File: src/rtl/pcm_tx_pkg.sv
package pcm_tx_pkg;

    localparam int SLOT_BITS = 8;

    typedef struct packed {
        logic [15:0] word;      // bits to send, MSB first
        logic        wide;      // voice part spans two slots
        logic        voice_on;  // voice part is driven
        logic        sig_on;    // status byte follows voice byte
    } tx_cfg_t;

endpackage

File: src/rtl/pcm_tx_frame_timer.sv
module pcm_tx_frame_timer #(
    parameter int FRAME_BITS = 256,
    parameter int PW         = $clog2(FRAME_BITS + 1)
) (
    input  logic          clk,
    input  logic          rst_n,
    input  logic          fsync_i,
    output logic          frame_start_o,
    output logic [PW-1:0] pos_o,
    output logic          in_frame_o
);

    localparam logic [PW-1:0] END_POS = PW'(FRAME_BITS);

    typedef struct packed {
        logic          fs_prev;
        logic          valid;
        logic [PW-1:0] pos;
    } tmr_t;

    tmr_t tmr_d, tmr_q;

    assign frame_start_o = fsync_i & ~tmr_q.fs_prev;

    always_comb begin
        tmr_d         = tmr_q;
        tmr_d.fs_prev = fsync_i;
        if (frame_start_o) begin
            tmr_d.valid = 1'b1;
            tmr_d.pos   = '0;
        end else if (tmr_q.valid && (tmr_q.pos != END_POS)) begin
            tmr_d.pos = tmr_q.pos + 1'b1;
        end
    end

    always_ff @(posedge clk or negedge rst_n) begin
        if (!rst_n) begin
            tmr_q <= '0;
        end else begin
            tmr_q <= tmr_d;
        end
    end

    assign pos_o      = tmr_q.pos;
    assign in_frame_o = tmr_q.valid && (tmr_q.pos < END_POS);

    // a sync edge lands the frame at position 0
    a_r2_sync_restarts: assert property (@(posedge clk) disable iff (!rst_n)
        frame_start_o |=> (pos_o == '0) && in_frame_o);

    // without a new edge the position moves on by one
    a_r2_pos_advances: assert property (@(posedge clk) disable iff (!rst_n)
        (in_frame_o && !frame_start_o) |=> (pos_o == $past(pos_o) + 1'b1));

endmodule

File: src/rtl/pcm_tx_packer.sv
module pcm_tx_packer
    import pcm_tx_pkg::*;
#(
    parameter logic [7:0] ALAW_MASK = 8'h55,
    parameter int         HOOK_POS  = 7,
    parameter int         DET2_POS  = 6,
    parameter int         FAIL_POS  = 2
) (
    input  logic [1:0]  mode_i,
    input  logic        alaw_i,
    input  logic        chan_en_i,
    input  logic [15:0] sample_i,
    input  logic        hook_i,
    input  logic        det2_i,
    input  logic        fail_i,
    output tx_cfg_t     cfg_o
);

    logic [7:0] sig_byte;
    logic [7:0] comp_byte;

    for (genvar b = 0; b < 8; b++) begin : g_sig
        if (b == HOOK_POS) begin : g_hook
            assign sig_byte[b] = hook_i;
        end else if (b == DET2_POS) begin : g_det2
            assign sig_byte[b] = det2_i;
        end else if (b == FAIL_POS) begin : g_fail
            assign sig_byte[b] = fail_i;
        end else begin : g_rsvd
            assign sig_byte[b] = 1'b0;
        end
    end

    assign comp_byte = sample_i[7:0] ^ (alaw_i ? ALAW_MASK : 8'h00);

    always_comb begin
        cfg_o          = '0;
        cfg_o.voice_on = chan_en_i;
        if (mode_i[1]) begin
            cfg_o.word = sample_i;
            cfg_o.wide = 1'b1;
        end else begin
            cfg_o.wide   = 1'b0;
            cfg_o.sig_on = mode_i[0];
            cfg_o.word   = {comp_byte, (mode_i[0] ? sig_byte : 8'h00)};
        end
    end

endmodule

File: src/rtl/pcm_tx_serializer.sv
module pcm_tx_serializer
    import pcm_tx_pkg::*;
#(
    parameter int SLOTS  = 32,
    parameter int SLOT_W = $clog2(SLOTS),
    parameter int PW     = $clog2(SLOTS * SLOT_BITS + 1)
) (
    input  logic [PW-1:0]     pos_i,
    input  logic              in_frame_i,
    input  logic [SLOT_W-1:0] slot_i,
    input  tx_cfg_t           cfg_i,
    output logic              tx_en_o,
    output logic              tx_data_o
);

    logic [PW-1:0] start_pos;
    logic [PW:0]   diff;
    logic          past_start;
    logic [PW-1:0] rel;
    logic          in_voice;
    logic          in_sig;
    logic [3:0]    idx;

    assign start_pos  = PW'(slot_i) * PW'(SLOT_BITS);
    assign diff       = {1'b0, pos_i} - {1'b0, start_pos};
    assign past_start = ~diff[PW];
    assign rel        = diff[PW-1:0];
    assign idx        = rel[3:0];

    always_comb begin
        in_voice = 1'b0;
        in_sig   = 1'b0;
        if (in_frame_i && past_start) begin
            if (cfg_i.voice_on) begin
                in_voice = cfg_i.wide ? (rel < PW'(16)) : (rel < PW'(8));
            end
            if (cfg_i.sig_on) begin
                in_sig = (rel >= PW'(8)) && (rel < PW'(16));
            end
        end
    end

    assign tx_en_o   = in_voice | in_sig;
    assign tx_data_o = tx_en_o & cfg_i.word[4'd15 - idx];

endmodule

File: src/rtl/pcm_tx_formatter.sv
module pcm_tx_formatter
    import pcm_tx_pkg::*;
#(
    parameter  int SLOTS      = 32,
    localparam int SLOT_W     = $clog2(SLOTS),
    localparam int FRAME_BITS = SLOTS * SLOT_BITS,
    localparam int PW         = $clog2(FRAME_BITS + 1)
) (
    input  logic              clk,
    input  logic              rst_n,
    input  logic              fsync_i,
    input  logic [SLOT_W-1:0] slot_i,
    input  logic [1:0]        mode_i,
    input  logic              alaw_i,
    input  logic              chan_en_i,
    input  logic [15:0]       sample_i,
    input  logic              hook_i,
    input  logic              det2_i,
    input  logic              fail_i,
    output logic              tx_data_o,
    output logic              tx_en_o
);

    typedef struct packed {
        tx_cfg_t           cfg;
        logic [SLOT_W-1:0] slot;
        logic [4:0]        run;   // consecutive driven clocks, for checking
    } top_t;

    top_t st_d, st_q;

    logic          frame_start;
    logic [PW-1:0] pos;
    logic          in_frame;
    tx_cfg_t       cfg_new;

    pcm_tx_frame_timer #(
        .FRAME_BITS (FRAME_BITS),
        .PW         (PW)
    ) u_timer (
        .clk           (clk),
        .rst_n         (rst_n),
        .fsync_i       (fsync_i),
        .frame_start_o (frame_start),
        .pos_o         (pos),
        .in_frame_o    (in_frame)
    );

    pcm_tx_packer u_packer (
        .mode_i    (mode_i),
        .alaw_i    (alaw_i),
        .chan_en_i (chan_en_i),
        .sample_i  (sample_i),
        .hook_i    (hook_i),
        .det2_i    (det2_i),
        .fail_i    (fail_i),
        .cfg_o     (cfg_new)
    );

    pcm_tx_serializer #(
        .SLOTS  (SLOTS),
        .SLOT_W (SLOT_W),
        .PW     (PW)
    ) u_ser (
        .pos_i      (pos),
        .in_frame_i (in_frame),
        .slot_i     (st_q.slot),
        .cfg_i      (st_q.cfg),
        .tx_en_o    (tx_en_o),
        .tx_data_o  (tx_data_o)
    );

    always_comb begin
        st_d = st_q;
        if (frame_start) begin
            st_d.cfg  = cfg_new;
            st_d.slot = slot_i;
        end
        if (!tx_en_o) begin
            st_d.run = '0;
        end else if (st_q.run != 5'd31) begin
            st_d.run = st_q.run + 1'b1;
        end
    end

    always_ff @(posedge clk or negedge rst_n) begin
        if (!rst_n) begin
            st_q <= '0;
        end else begin
            st_q <= st_d;
        end
    end

    // no drive outside a started frame
    a_r1_quiet_outside_frame: assert property (@(posedge clk) disable iff (!rst_n)
        !in_frame |-> !tx_en_o);

    // data line low while not driving
    a_r9_data_low_when_idle: assert property (@(posedge clk) disable iff (!rst_n)
        !tx_en_o |-> !tx_data_o);

    // no burst longer than two slots
    a_r6_burst_limit: assert property (@(posedge clk) disable iff (!rst_n)
        st_q.run <= 5'd16);

    // an inactive linear channel never drives
    a_r7_linear_inactive_silent: assert property (@(posedge clk) disable iff (!rst_n)
        (st_q.cfg.wide && !st_q.cfg.voice_on) |-> !tx_en_o);

endmodule

File: config.mk
export PLATFORM = sky130hd
export DESIGN_NAME = pcm_tx_formatter
export DESIGN_NICKNAME = d
export VERILOG_FILES = /design/src/rtl/pcm_tx_pkg.sv /design/src/rtl/pcm_tx_frame_timer.sv /design/src/rtl/pcm_tx_packer.sv /design/src/rtl/pcm_tx_serializer.sv /design/src/rtl/pcm_tx_formatter.sv
export SDC_FILE = /design/constraint.sdc
export NUM_CORES = 1
export LEC_CHECK = 0
export ABC_AREA = 1
export BUFFER_PORTS_ARGS = -buffer_cell sky130_fd_sc_hd__buf_2
export CORE_MARGIN = 3
export CORE_UTILIZATION = 39
export CTS_BUF_LIST = sky130_fd_sc_hd__clkbuf_8
export DETAILED_ROUTE_END_ITERATION = 16
export SLEW_MARGIN = 20
export SYNTH_ARGS = -nofsm -noshare
export SYNTH_HDL_FRONTEND = slang
export SYNTH_SLANG_ARGS = --single-unit
File: constraint.sdc
create_clock -name clk -period 1.9 [get_ports clk]
set_input_delay 0.38 -clock clk [delete_from_list [all_inputs] [get_ports clk]]
set_output_delay 0.38 -clock clk [all_outputs]
set_load 0.005 [all_outputs]
### Word-level counts from Yosys, hierarchy flattened

Cells that the tools add are included.

| cells by class | value |
|---|---|
| add/sub/neg operators | 3 |
| $mul | 0 |
| div/mod/pow operators | 0 |
| order comparisons | 5 |
| equal/unequal tests | 1 |
| shift-type cells | 0 |
| mux-type cells | 13 |
| bitwise operators | 6 |
| reduce and logical (&&, ||, !) cells | 5 |

Operator list:

| cell | count |
|---|---|
| 9-bit two-way mux | 2 |
| 17-bit two-way mux | 1 |
| 9-bit by 8-bit subtractor with 10-bit output | 1 |
| 9-bit by 1-bit adder with 9-bit output, second input constant | 1 |
| 9-bit by 4-bit >= comparator with 1-bit output, second input constant | 1 |
| 9-bit by 4-bit < comparator with 1-bit output, second input constant | 1 |
| 9-bit by 5-bit < comparator with 1-bit output, second input constant | 1 |
| 9-bit < comparator, second input constant | 1 |
| 9-bit inequality test, second input constant | 1 |
| 8-bit two-way mux | 1 |
| 8-bit XOR | 1 |
| 1-bit two-way mux | 7 |
| 7-bit two-way mux | 1 |
| 4-bit by 5-bit < comparator with 1-bit output, second input constant | 1 |
| 1-bit binary-select mux with 4-bit select | 1 |
| 1-bit logical AND | 4 |
| 4-bit subtractor, first input constant | 1 |
| 1-bit bitwise AND | 2 |
| 1-bit NOT | 2 |
| 2-bit nonzero test | 1 |
| 1-bit bitwise OR | 1 |

| storage, ports and cells | value |
|---|---|
| bits in registers | 35 |
| bits in latches | 0 |
| RAM bits | 0 |
| bits in read-only memories | 0 |
| bits of input ports | 31 |
| output and inout port bits | 2 |
| logic and storage cells | 41 |
| memories | 0 |

### Logic depth before layout (Yosys ltp)

| logic depth | value |
|---|---|
| depth in word-level cells | 7 |
| gate-level depth with buffers | 12 |
| mapped depth without buffers | 12 |

### By module

A second synthesis with hierarchy kept.

| second synthesis, totals | value |
|---|---|
| cells, all modules | 351 |
| area total of the unflattened synthesis | 2452.4 um2 |

Modules (own cells, without submodules):

| module | times used | cells an instance | area each (um2) | seq. area each (um2) |
|---|---|---|---|---|
| pcm_tx_formatter | 1 | 102 | 974.7 | 600.6 |
| pcm_tx_frame_timer | 1 | 96 | 708.2 | 275.3 |
| pcm_tx_serializer | 1 | 93 | 506.7 | 0.0 |
| pcm_tx_packer | 1 | 60 | 262.8 | 0.0 |

### Worst setup path before layout

OpenSTA, ideal clock, no wires.

| path | value |
|---|---|
| path kind | reg-to-output |
| from | register u_timer.tmr_q (netlist bit u_timer.pos_o[3]) |
| to | output port tx_data_o |
| data arrival time | 1.682 ns |
| data required time | 1.520 ns |
| path slack | -0.162 ns |
| stages on the path, launching flop included | 12 |
| path buffers | 0 |
| path through | dfrtp_1 inv_2 ha_1 inv_1 fa_1 nor2_1 nand2_1 nor2_1 nand2_1 nor2_1 nand3_1 nor2_1 |

| between the ends | value |
|---|---|
| word-level cells in the longest chain between the ends | 7 |
| elaborated cells between the ends (all ways) | 19 |
| classes of those cells | add/sub (2); order compare (4); mux (7); bitwise (3); reduce/logical (3) |

RTL lines:

| item | line | text |
|---|---|---|
| start: declaration | pcm_tx_frame_timer.sv:21 | `tmr_t tmr_d, tmr_q;` |
| start signal: assignment | pcm_tx_frame_timer.sv:40 | `tmr_q <= tmr_d;` |
| 9-bit by 8-bit subtractor with 10-bit output | pcm_tx_serializer.sv:25 | `assign diff = {1'b0, pos_i} - {1'b0, start_pos};` |
| 9-bit by 4-bit < comparator with 1-bit output, or another cell as far along | pcm_tx_serializer.sv:35 | `in_voice = cfg_i.wide ? (rel < PW'(16)) : (rel < PW'(8));` |
| 1-bit two-way mux / 1-bit logical AND (equally long branches) | pcm_tx_serializer.sv:35, pcm_tx_serializer.sv:38 |  |
| 1-bit two-way mux (on tied branches) | pcm_tx_serializer.sv:34, pcm_tx_serializer.sv:37 |  |
| 1-bit two-way mux | pcm_tx_serializer.sv:33 | `if (in_frame_i && past_start) begin` |
| 1-bit bitwise OR | pcm_tx_serializer.sv:43 | `assign tx_en_o = in_voice \| in_sig;` |
| 1-bit bitwise AND * | pcm_tx_serializer.sv:44 | `assign tx_data_o = tx_en_o & cfg_i.word[4'd15 - idx];` |
| end: declaration | pcm_tx_formatter.sv:20 | `output logic tx_data_o,` |

Mark *: on every way between the ends. The rest lies on a longest branch, timed or not. The select of a mux whose other input is x is not followed.

### Final worst setup path

Ends and elaborated chain as after synthesis.

==> reports/qor.yml <==
worst_setup_path:
  worst_setup_path_start_kind: "register"
  rr_startpoint: "u_timer.pos_o[1]"
  reg2reg_to: "u_timer.pos_o[5]"
  cp_slowest_stage_delay_ps: 450
  reg2reg_slack_ps: 340
  reg2reg_depth: 9
  path_cells: "inv_2 > ha_4 > inv_2 > fa_2 > nor2_2 > nand2_1 > nor2_1 > nand2_1 > nor2_1 > nand3_1 > nor2_1 > buf_2"
  cp_common_cell: "nor2_1"
  crit_arrival_ps: 2050
  crit_path_max_fanout: 2
  crit_type: "reg -> out"
  cp-end-kind: "primary output"
  cpMaxStageDelayCell: "fa_2"
  critical_path_required_ps: 1520
timing:
  post-route-min-period_ps: 2430
  hold_viol: 0
  rsz0062_at_grt: "yes"
  finalSetupViolCount: 2
  clock_skew_ps: 9.46
  slew_viol_final: 0
  max_slew_margin_pct: 71.2
  max_freq_ghz: 0.411
  fin_ws_ps: -533
  tightest_slew_ps: 432
  period_share_pct: 128
power_and_ir_drop:
  leakagePower_nw: 1.32
  power_density_mw_per_mm2: 954
  power.total_mw: 2.43
  vdd_drop_max_v: 0.000480
grt:
  overflow: 0
  grt_pass1_vias: 1830
  grt_antenna_before_repair: 0
  grt_max_degree: 34
  grt_pass1_wl_um: 8240
  track_usage_pct: 16.8
drt:
  route.detailed.drc: 0
  ant_nets: 0
  wire_per_inst_um: 11.8
  drt_iter0_drc: 88
  viasPerCell: 4.78
  vias: 1879
  drt_first_pass_iters: 4
  wirelength_um: 4660
worst_hold_path:
  hold_class: "in -> async"
final_layout:
  layout_commonest_cell: "nand2_1"
  n_antenna_cell: 0
  fillCellCount: 489
  final_cell_mix: "73 x nand2_1, 35 x dfrtp_1, 32 x buf_2"
  syn_to_final_growth_pct: 23.1
  drive_gt1_share_pct: 21.5
  nets: 364
clock_network:
  numClockSinks: 35
  cts_buffers: 5
  path_clk_slew_ps: 80
  clockBufferDepth: 2
  h-tree-depth: 2
  root_buffer: "clkbuf_8"
  cts_tree: "yes"
  clock_latency_ps: 300
floorplan:
  dieArea_mm2: 0.00621
  core_area_mm2: 0.00491
  initial_core_util_pct: 42.1
  die_h_um: 78.8
  rows: 25
  dieWidth_um: 78.8
  io_pins: 33
run_status:
  violations: "negative setup slack"
  status: "complete, but fails checks"
job:
  drv_cap: 0
synth:
  netlist_instances: 282
  yosys.cell_types.count: 25
  avgSynthCellArea_um2: 7.33
  yosysSeqAreaShare_pct: 42.3
  yosys_warnings: 0
  synthesis.nets: 321
  synthesis.area_mm2: 0.00207
  synth-seq-cells: 35
placement:
  portBuffers: 32
  dp_hpwl_um: 3440
  pre_cts_ws_ps: -227
  gp_congestion: 0.814
synth_stat cells:
cell	instances	area share, %
o21ai_1	1	0.24
nand2_1	73	13
nor3_2	1	0.48
o21ai_2	1	0.42
dfrtp_1	35	42
buf_4	2	0.73
a22oi_1	3	1.1
nor2_1	23	4.2
inv_1	30	5.4
clkbuf_1	4	0.73
o21ai_0	31	7.5
nand4_1	4	1.2
nand3_1	31	7.5
xor2_1	2	0.85
ha_1	7	4.2
nor3_1	1	0.24
inv_2	3	0.54
nand3b_1	1	0.36
a21oi_1	17	4.1
buf_2	4	0.97
nand2_4	1	0.54
nor2_4	1	0.54
nand2_2	3	0.91
nor2_2	2	0.60
fa_1	1	0.97
worst max-delay path, delay by kind of cell (launching register included):
family	cells	cell delay, ps
adders and majority gates	2	570
and+or+nand+nor	7	560
buffers and inverters	3	230
DFF	1	400
area by class of cell:
type | count | area [um^2] | area share [%]
Clock buffer | 5 | 68.8 | 2.70
Clock inverter | 3 | 67.6 | 2.65
Inverter | 33 | 124 | 4.86
Multi-Input combinational cell | 204 | 1040 | 40.7
Sequential cell | 35 | 876 | 34.4
Tap cell | 67 | 83.8 | 3.29
Timing Repair Buffer | 46 | 290 | 11.4
logic make-up (layout without fill, tap and decap cells):
family | count (synthesis) | in the layout | share of synthesized area (%)
xor+xnor | 2 | 2 | 0.847
compound gates | 53 | 53 | 13.4
flops | 35 | 35 | 42.3
simple gates | 141 | 141 | 29.8
buf+inv | 43 | 87 | 8.41
fa+ha+maj | 8 | 8 | 5.20
worst max path at each step:
stage,from,endpoint,slack (ps),cells past startpoint
final,u_timer.pos_o[3],tx_data_o,-530,12
after global placement,u_timer.pos_o[3],tx_data_o,-190,12
after global routing,u_timer.pos_o[3],tx_data_o,-690,12
after detailed placement,u_timer.pos_o[3],tx_data_o,-230,12
after CTS,u_timer.pos_o[3],tx_data_o,-550,12
after floorplan,u_timer.pos_o[3],tx_data_o,-130,11
sequential cells by signal, summed over array words and instances, names as in the netlist:
register and cells:
st_q 24, u_timer.pos_o 9, u_timer.tmr_q 2
per-layer routing:
metal | global-route usage (%) | part of all wire, %
met3 | 3.06 | 4.0
met2 | 27.8 | 45
met4 | 6.70 | 1.8
met5 | 0 | 0
met1 | 21.7 | 50
report_power, final:
part | total [mW] | leakage [nW] | internal [mW] | switching [mW]
Clock | 0.819 | 0.0644 | 0.524 | 0.296
Combinational | 0.682 | 0.819 | 0.303 | 0.379
Sequential | 0.928 | 0.437 | 0.843 | 0.0850
Total | 2.43 | 1.32 | 1.67 | 0.760
repair_timing:
action | in CTS | in global routing
hold buffers | 0 | 0
setup buffers | 1 | 2
setup endpoints to repair | 2 | 2
gates resized for setup | 0 | 1
stage by stage:
step	setup TNS, ps	hold slack (ps)	instance area (um^2)	util [%]	std cells
after floorplan	-199	84.4	2080	-	282
after global placement	-318	347	2380	48.6	382
after detailed placement	-396	346	2380	48.6	382
after CTS	-1050	21.5	2530	51.5	391
after global routing	-1320	39.6	2550	51.8	393
final	-1010	11.3	2550	51.8	393
No activity file was read; power rests on OpenSTA's default activity.
